File: src/rtl/tmr_pkg.sv
package tmr_pkg;

  // Register byte offsets (software-visible, fixed by the driver view)
  localparam int unsigned OFS_MATCH  = 32'h00;
  localparam int unsigned OFS_COUNT  = 32'h04;
  localparam int unsigned OFS_CTRL   = 32'h08;
  localparam int unsigned OFS_CLEAR  = 32'h0C;
  localparam int unsigned OFS_STATUS = 32'h10;

  // Bit positions decoded by software
  localparam int unsigned CTRL_RUN_BIT  = 0;
  localparam int unsigned CTRL_AUTO_BIT = 1;
  localparam int unsigned STAT_PEND_BIT = 10;

  typedef enum logic [2:0] {
    SEL_MATCH,
    SEL_COUNT,
    SEL_CTRL,
    SEL_CLEAR,
    SEL_STATUS,
    SEL_NONE
  } reg_sel_e;

  function automatic reg_sel_e decode_offset(input logic [31:0] ofs);
    reg_sel_e s;
    case (ofs)
      OFS_MATCH:  s = SEL_MATCH;
      OFS_COUNT:  s = SEL_COUNT;
      OFS_CTRL:   s = SEL_CTRL;
      OFS_CLEAR:  s = SEL_CLEAR;
      OFS_STATUS: s = SEL_STATUS;
      default:    s = SEL_NONE;
    endcase
    return s;
  endfunction

endpackage

File: src/rtl/tmr_regs.sv
module tmr_regs
  import tmr_pkg::*;
#(
  parameter int unsigned DW = 32
) (
  input  logic          clk,
  input  logic          rst_n,
  input  logic          wr_en,
  input  reg_sel_e      sel,
  input  logic [DW-1:0] wdata,
  output logic [DW-1:0] match_q,
  output logic          run_en,
  output logic          auto_clr,
  output logic          clr_req
);

  logic wr_match;
  logic wr_ctrl;

  assign wr_match = wr_en && (sel == SEL_MATCH);
  assign wr_ctrl  = wr_en && (sel == SEL_CTRL);
  assign clr_req  = wr_en && (sel == SEL_CLEAR);

  always_ff @(posedge clk) begin
    if (!rst_n) begin
      match_q  <= '0;
      run_en   <= 1'b0;
      auto_clr <= 1'b0;
    end else begin
      if (wr_match) match_q <= wdata;
      if (wr_ctrl) begin
        run_en   <= wdata[CTRL_RUN_BIT];
        auto_clr <= wdata[CTRL_AUTO_BIT];
      end
    end
  end

  // match value only changes through its own offset
  a_r2_match_hold: assert property (@(posedge clk) disable iff (!rst_n)
    !wr_match |=> $stable(match_q));

  // control bits only change through the control offset
  a_r2_ctrl_hold: assert property (@(posedge clk) disable iff (!rst_n)
    !wr_ctrl |=> ($stable(run_en) && $stable(auto_clr)));

endmodule

File: src/rtl/tmr_clear_flag.sv
module tmr_clear_flag (
  input  logic clk,
  input  logic rst_n,
  input  logic clr_req,
  input  logic tick,
  output logic pend,
  output logic clr_apply
);

  // The request is consumed by the slow time base on its next pulse
  assign clr_apply = tick && pend;

  always_ff @(posedge clk) begin
    if (!rst_n)         pend <= 1'b0;
    else if (clr_req)   pend <= 1'b1;
    else if (clr_apply) pend <= 1'b0;
  end

  // any write to the zeroing offset raises the flag
  a_r4_pend_set: assert property (@(posedge clk) disable iff (!rst_n)
    clr_req |=> pend);

  // flag stays up until a tick arrives
  a_r4_pend_hold: assert property (@(posedge clk) disable iff (!rst_n)
    (pend && !tick) |=> pend);

  // flag drops on the applying tick unless re-armed
  a_r5_pend_drop: assert property (@(posedge clk) disable iff (!rst_n)
    (clr_apply && !clr_req) |=> !pend);

endmodule

File: src/rtl/tmr_core.sv
module tmr_core #(
  parameter int unsigned W = 32
) (
  input  logic         clk,
  input  logic         rst_n,
  input  logic         tick,
  input  logic         clr_apply,
  input  logic         run_en,
  input  logic         auto_clr,
  input  logic [W-1:0] match_q,
  output logic [W-1:0] count_q,
  output logic         irq_q
);

  // Modulo-2^W step of the count
  function automatic logic [W-1:0] bump(input logic [W-1:0] v);
    return v + W'(1);
  endfunction

  // Value loaded on a matching step
  function automatic logic [W-1:0] on_match(input logic restart,
                                            input logic [W-1:0] v);
    return restart ? {W{1'b0}} : v;
  endfunction

  logic         step_up;
  logic [W-1:0] nxt;
  logic         hit;

  assign step_up = tick && run_en && !clr_apply;
  assign nxt     = bump(count_q);
  assign hit     = step_up && (nxt == match_q);

  always_ff @(posedge clk) begin
    if (!rst_n) begin
      count_q <= '0;
      irq_q   <= 1'b0;
    end else begin
      if (clr_apply)    count_q <= '0;
      else if (hit)     count_q <= on_match(auto_clr, nxt);
      else if (step_up) count_q <= nxt;
      irq_q <= hit;
    end
  end

  // an applied zeroing request leaves the count at zero
  a_r5_clear_zero: assert property (@(posedge clk) disable iff (!rst_n)
    clr_apply |=> (count_q == {W{1'b0}}));

  // no tick with run set, no zeroing: count holds
  a_r3_hold: assert property (@(posedge clk) disable iff (!rst_n)
    (!clr_apply && !(tick && run_en)) |=> $stable(count_q));

  // interrupt only follows a counting tick
  a_r6_irq_after_tick: assert property (@(posedge clk) disable iff (!rst_n)
    irq_q |-> $past(tick && run_en));

  // count after an interrupt is the match value or zero
  a_r8_irq_count: assert property (@(posedge clk) disable iff (!rst_n)
    irq_q |-> (count_q == ($past(auto_clr) ? {W{1'b0}} : $past(match_q))));

endmodule

File: src/rtl/tick_match_timer.sv
module tick_match_timer
  import tmr_pkg::*;
#(
  parameter int unsigned ADDR_W = 5,
  parameter int unsigned DW     = 32
) (
  input  logic              clk,
  input  logic              rst_n,
  input  logic [ADDR_W-1:0] bus_addr,
  input  logic              bus_wr,
  input  logic [DW-1:0]     bus_wdata,
  output logic [DW-1:0]     bus_rdata,
  input  logic              tick_en,
  output logic              irq_out
);

  reg_sel_e      sel;
  logic [DW-1:0] match_q;
  logic [DW-1:0] count_q;
  logic          run_en;
  logic          auto_clr;
  logic          clr_req;
  logic          pend;
  logic          clr_apply;

  assign sel = decode_offset(32'(bus_addr));

  tmr_regs #(.DW(DW)) u_regs (
    .clk      (clk),
    .rst_n    (rst_n),
    .wr_en    (bus_wr),
    .sel      (sel),
    .wdata    (bus_wdata),
    .match_q  (match_q),
    .run_en   (run_en),
    .auto_clr (auto_clr),
    .clr_req  (clr_req)
  );

  tmr_clear_flag u_clear (
    .clk       (clk),
    .rst_n     (rst_n),
    .clr_req   (clr_req),
    .tick      (tick_en),
    .pend      (pend),
    .clr_apply (clr_apply)
  );

  tmr_core #(.W(DW)) u_core (
    .clk       (clk),
    .rst_n     (rst_n),
    .tick      (tick_en),
    .clr_apply (clr_apply),
    .run_en    (run_en),
    .auto_clr  (auto_clr),
    .match_q   (match_q),
    .count_q   (count_q),
    .irq_q     (irq_out)
  );

  always_comb begin
    bus_rdata = '0;
    case (sel)
      SEL_MATCH: bus_rdata = match_q;
      SEL_COUNT: bus_rdata = count_q;
      SEL_CTRL: begin
        bus_rdata[CTRL_RUN_BIT]  = run_en;
        bus_rdata[CTRL_AUTO_BIT] = auto_clr;
      end
      SEL_STATUS: bus_rdata[STAT_PEND_BIT] = pend;
      default: bus_rdata = '0;
    endcase
  end

  // interrupt is low while in reset
  a_r1_reset_quiet: assert property (@(posedge clk)
    !rst_n |=> !irq_out);

endmodule

File: config.mk
export PLATFORM = sky130hd
export DESIGN_NAME = tick_match_timer
export DESIGN_NICKNAME = d
export VERILOG_FILES = /design/src/rtl/tmr_pkg.sv /design/src/rtl/tmr_regs.sv /design/src/rtl/tmr_clear_flag.sv /design/src/rtl/tmr_core.sv /design/src/rtl/tick_match_timer.sv
export SDC_FILE = /design/constraint.sdc
export NUM_CORES = 1
export LEC_CHECK = 0
export BUFFER_PORTS_ARGS = -buffer_cell sky130_fd_sc_hd__buf_4
export CORE_ASPECT_RATIO = 1.75
export CORE_MARGIN = 5
export CORE_UTILIZATION = 51
export DETAILED_ROUTE_END_ITERATION = 7
export PLACE_DENSITY = 0.86
export SLEW_MARGIN = 20
export SYNTH_ARGS = -nofsm -noshare
export SYNTH_HDL_FRONTEND = slang
export SYNTH_SLANG_ARGS = --single-unit
export TNS_END_PERCENT = 1
File: constraint.sdc
create_clock -name clk -period 3.3 [get_ports clk]
set_input_delay 0.33 -clock clk [delete_from_list [all_inputs] [get_ports clk]]
set_output_delay 0.33 -clock clk [all_outputs]
set_load 0.01 [all_outputs]
==> results.sh <==
export IMPL_tns_ns=-1.687
export IMPL_rsz0062_at_grt="true"
export IMPL_firstDrtPassIters=5
export IMPL_crit_chain="nand4_1, or4_4, o211a_1, a2111o_1, or4_1, or4_4, o31ai_4, buf_4, nor3b_1, a211o_1"
export IMPL_clkSinkCount=68
export IMPL_fin_hold_ws_ns=0.2470
export IMPL_areaGrowthSynthToFinish_pct=31.53
export IMPL_placedCellCount=786
export IMPL_async_reset_ff_frac=0
export IMPL_clk_transition_reported_paths_ns=0.06
export IMPL_syn_inst=570
export IMPL_ant_nets=0
export IMPL_ys_ff_latch=68
export IMPL_dpl_hpwl_um=11190
export IMPL_status="finished, violations left"
export IMPL_fin_cells=801
export IMPL_synth_most_common_cell="nand2_1"
export IMPL_synth_compound_area_frac=0.2096
export IMPL_grt_pass1_vias=4709
export IMPL_syn_area_sq_um=4393
export IMPL_fin_nets=724
export IMPL_cp_depth=10
export IMPL_ys_seq_area_frac=0.3099
export IMPL_synthMuxAreaShare=0.01880
export IMPL_die_width_um=80.16
export IMPL_ys_types=58
export IMPL_syn_num_nets=612
export IMPL_cts_made_buffers=9
export IMPL_wl_per_cell_um=18.56
export IMPL_path_class="register to register"
export IMPL_drtIter0Drc=330
export IMPL_grt_max_degree=58
export IMPL_relSlewSlack=0.6415
export IMPL_grt_overflow=0
export IMPL_finalSetupViolations=27
export IMPL_final_util=0.6905
export IMPL_antenna_found_initial=0
export IMPL_ir_worst_vdd_mv=0.2595
export IMPL_critPathSlowestCell="or4_4"
export IMPL_finClkSkew_ns=0.006239
export IMPL_ys_warn_count=0
export IMPL_postCtsHoldBufs=0
export IMPL_avgSynthCellArea_sq_um=7.707
export IMPL_yosys_area_top_type="dfxtp_1"
export IMPL_arrival_ns=3.65
export IMPL_core_region_area_sq_um=8368
export IMPL_dieArea_sq_um=10640
export IMPL_synth_xor_area_frac=0.1216
export IMPL_drt_total_wl_um=14870
export IMPL_r2r_slack_ns=-0.12
export IMPL_clkLatencyLatePin_ns=0.34
export IMPL_synth_top_area_frac=0.3099
export IMPL_required_ns=3.52
export IMPL_via_count=4634
export IMPL_worst_path_buf_inv=1
export IMPL_path_max_fanout=6
export IMPL_yosys_area_share_simple=0.2800
export IMPL_layout_drive_gt1_share=0.2697
export IMPL_grt_usage=0.2865
export IMPL_power_density_nw_per_um2=308.2
export IMPL_portBuffers=73
export IMPL_grt_first_pass_wirelength_um=23620
export IMPL_start_util=0.5250
export IMPL_cap_violations=0
export IMPL_hp_class="input port to register"
export IMPL_cts_setup_buffers=0
export IMPL_synth_area_top_cells="dfxtp_1, nand2_1, xnor2_1"
export IMPL_period_share=1.038
export IMPL_cts_tree="yes"
export IMPL_insertedDiodeCount=0
export IMPL_start_kind="register"
export IMPL_synth_edf_count=0
export IMPL_crit_family="simple AND/OR/NAND/NOR gates"
export IMPL_cts_max_level=3
export IMPL_synthAdderAreaFrac=0.005127
export IMPL_drc=0
export IMPL_via_per_inst=5.785
export IMPL_io_pins=74
export IMPL_drv_slew=0
export IMPL_crit_top_cell="or4_4"
export IMPL_leakage_nw=2.442
export IMPL_synth_flop_cell="dfxtp_1"
export IMPL_synth_top_family_by_area="simple AND/OR/NAND/NOR gates"
export IMPL_rows=44
export IMPL_clockBufferDepth=2
export IMPL_fmaxAchievable_ghz=0.2920
export IMPL_hold_violations=0
export IMPL_die_h_um=132.8
export IMPL_violations="negative setup slack"
export IMPL_tightest_slew_ns=0.5377
export IMPL_hold_depth=3
export IMPL_period_minus_slack_ns=3.425
export IMPL_yosys_top_cells_count="nand2_1, dfxtp_1, nor2_1"
export IMPL_end_kind="register"
export IMPL_rr_worst_depth=10
export IMPL_place_congestion=1.017
export IMPL_finalWorstSetupSlack_ns=-0.1248
export IMPL_root_buffer="clkbuf_16"
export IMPL_max_stage_delay_ns=0.51
[tightest hold or removal path: stages]
cell      delay [ns]
buf_4           0.10
nand2_1         0.04
a21boi_0        0.06
[per-layer routing]
layer	routed length (um)	vias to the layer above	track usage	share of wire
met5	0	-	0	0
met4	1047	0	0.2049	0.070
met3	665	64	0.04286	0.045
met2	7824	161	0.5078	0.53
met1	5330	2193	0.2961	0.36
li1	-	2216	-	-
[state kept, by name, summed over array words and instances, names as in the netlist]
signal	count
u_clear.pend	1
u_regs.match_q	32
u_core.count_q	32
u_core.irq_q	1
u_regs.auto_clr	1
u_regs.run_en	1
[through the flow]
step	setup WS (ns)	area (sq um)	total power, mW
3_3_place_gp	-0.1054	5473	0.9355
4_1_cts	-0.1115	5763	1.788
3_5_place_dp	-0.1446	5473	0.9375
2_1_floorplan	-0.2102	4442	0.8826
6_report	-0.1248	5778	1.781
5_1_grt	-0.2349	5778	1.838
[report_power, final]
part	switching (mW)	internal [mW]	total, mW
Clock	0.360	0.499	0.859
Combinational	0.0444	0.0489	0.0933
Sequential	0.00413	0.824	0.829
[path summary, 6_finish.rpt]
| path | endpoint | start |
|---|---|---|
| worst max-delay path | u_core.count_q[16]$_SDFFE_PP0P_ | u_core.count_q[14]$_SDFFE_PP0P_ |
| worst min-delay path | u_regs.match_q[19]$_SDFFE_PN0P_ | bus_wdata[19] |
| worst max register to register | u_core.count_q[16]$_SDFFE_PP0P_ | u_core.count_q[14]$_SDFFE_PP0P_ |
| worst min register to register | u_regs.match_q[22]$_SDFFE_PN0P_ | u_regs.match_q[22]$_SDFFE_PN0P_ |
[layout by cell type (no fill, tap or decap), types with 11 or more instances in the layout]
cell type,instances
buf_4,144
dfxtp_1,63
nand2_1,106
a21boi_0,32
nand3_1,11
a22o_1,29
nand4_1,14
nor3_1,13
xnor2_1,37
xor2_1,23
nor2_1,44
[cell families (layout without fill, tap and decap cells)]
kind of cell               Yosys count  in the layout
DFF                                 68             68
xor gates and xnor gates            61             61
AOI/OAI and AO/OA                  122            122
muxes                                8              8
buffers and inverters               56            172
and+or+nand+nor                    253            253
adders and majority gates            2              2
[layout make-up]
cell class	instances	area, sq um
tap	115	143.9
clock inverter	5	30.03
timing repair buffer	148	1135
fill	714	2590
clock buffer	10	229.0
inverter	9	33.78
multi-input combinational	446	2839
sequential	68	1368
[what timing repair did]
| action | CTS | global route |
|---|---|---|
| pin swaps | 0 | 3 |
| cloned | 0 | 0 |
| gates resized for setup | 9 | 12 |
| endpoints found under the setup margin | 29 | 32 |
No activity file was read; power rests on OpenSTA's default activity.
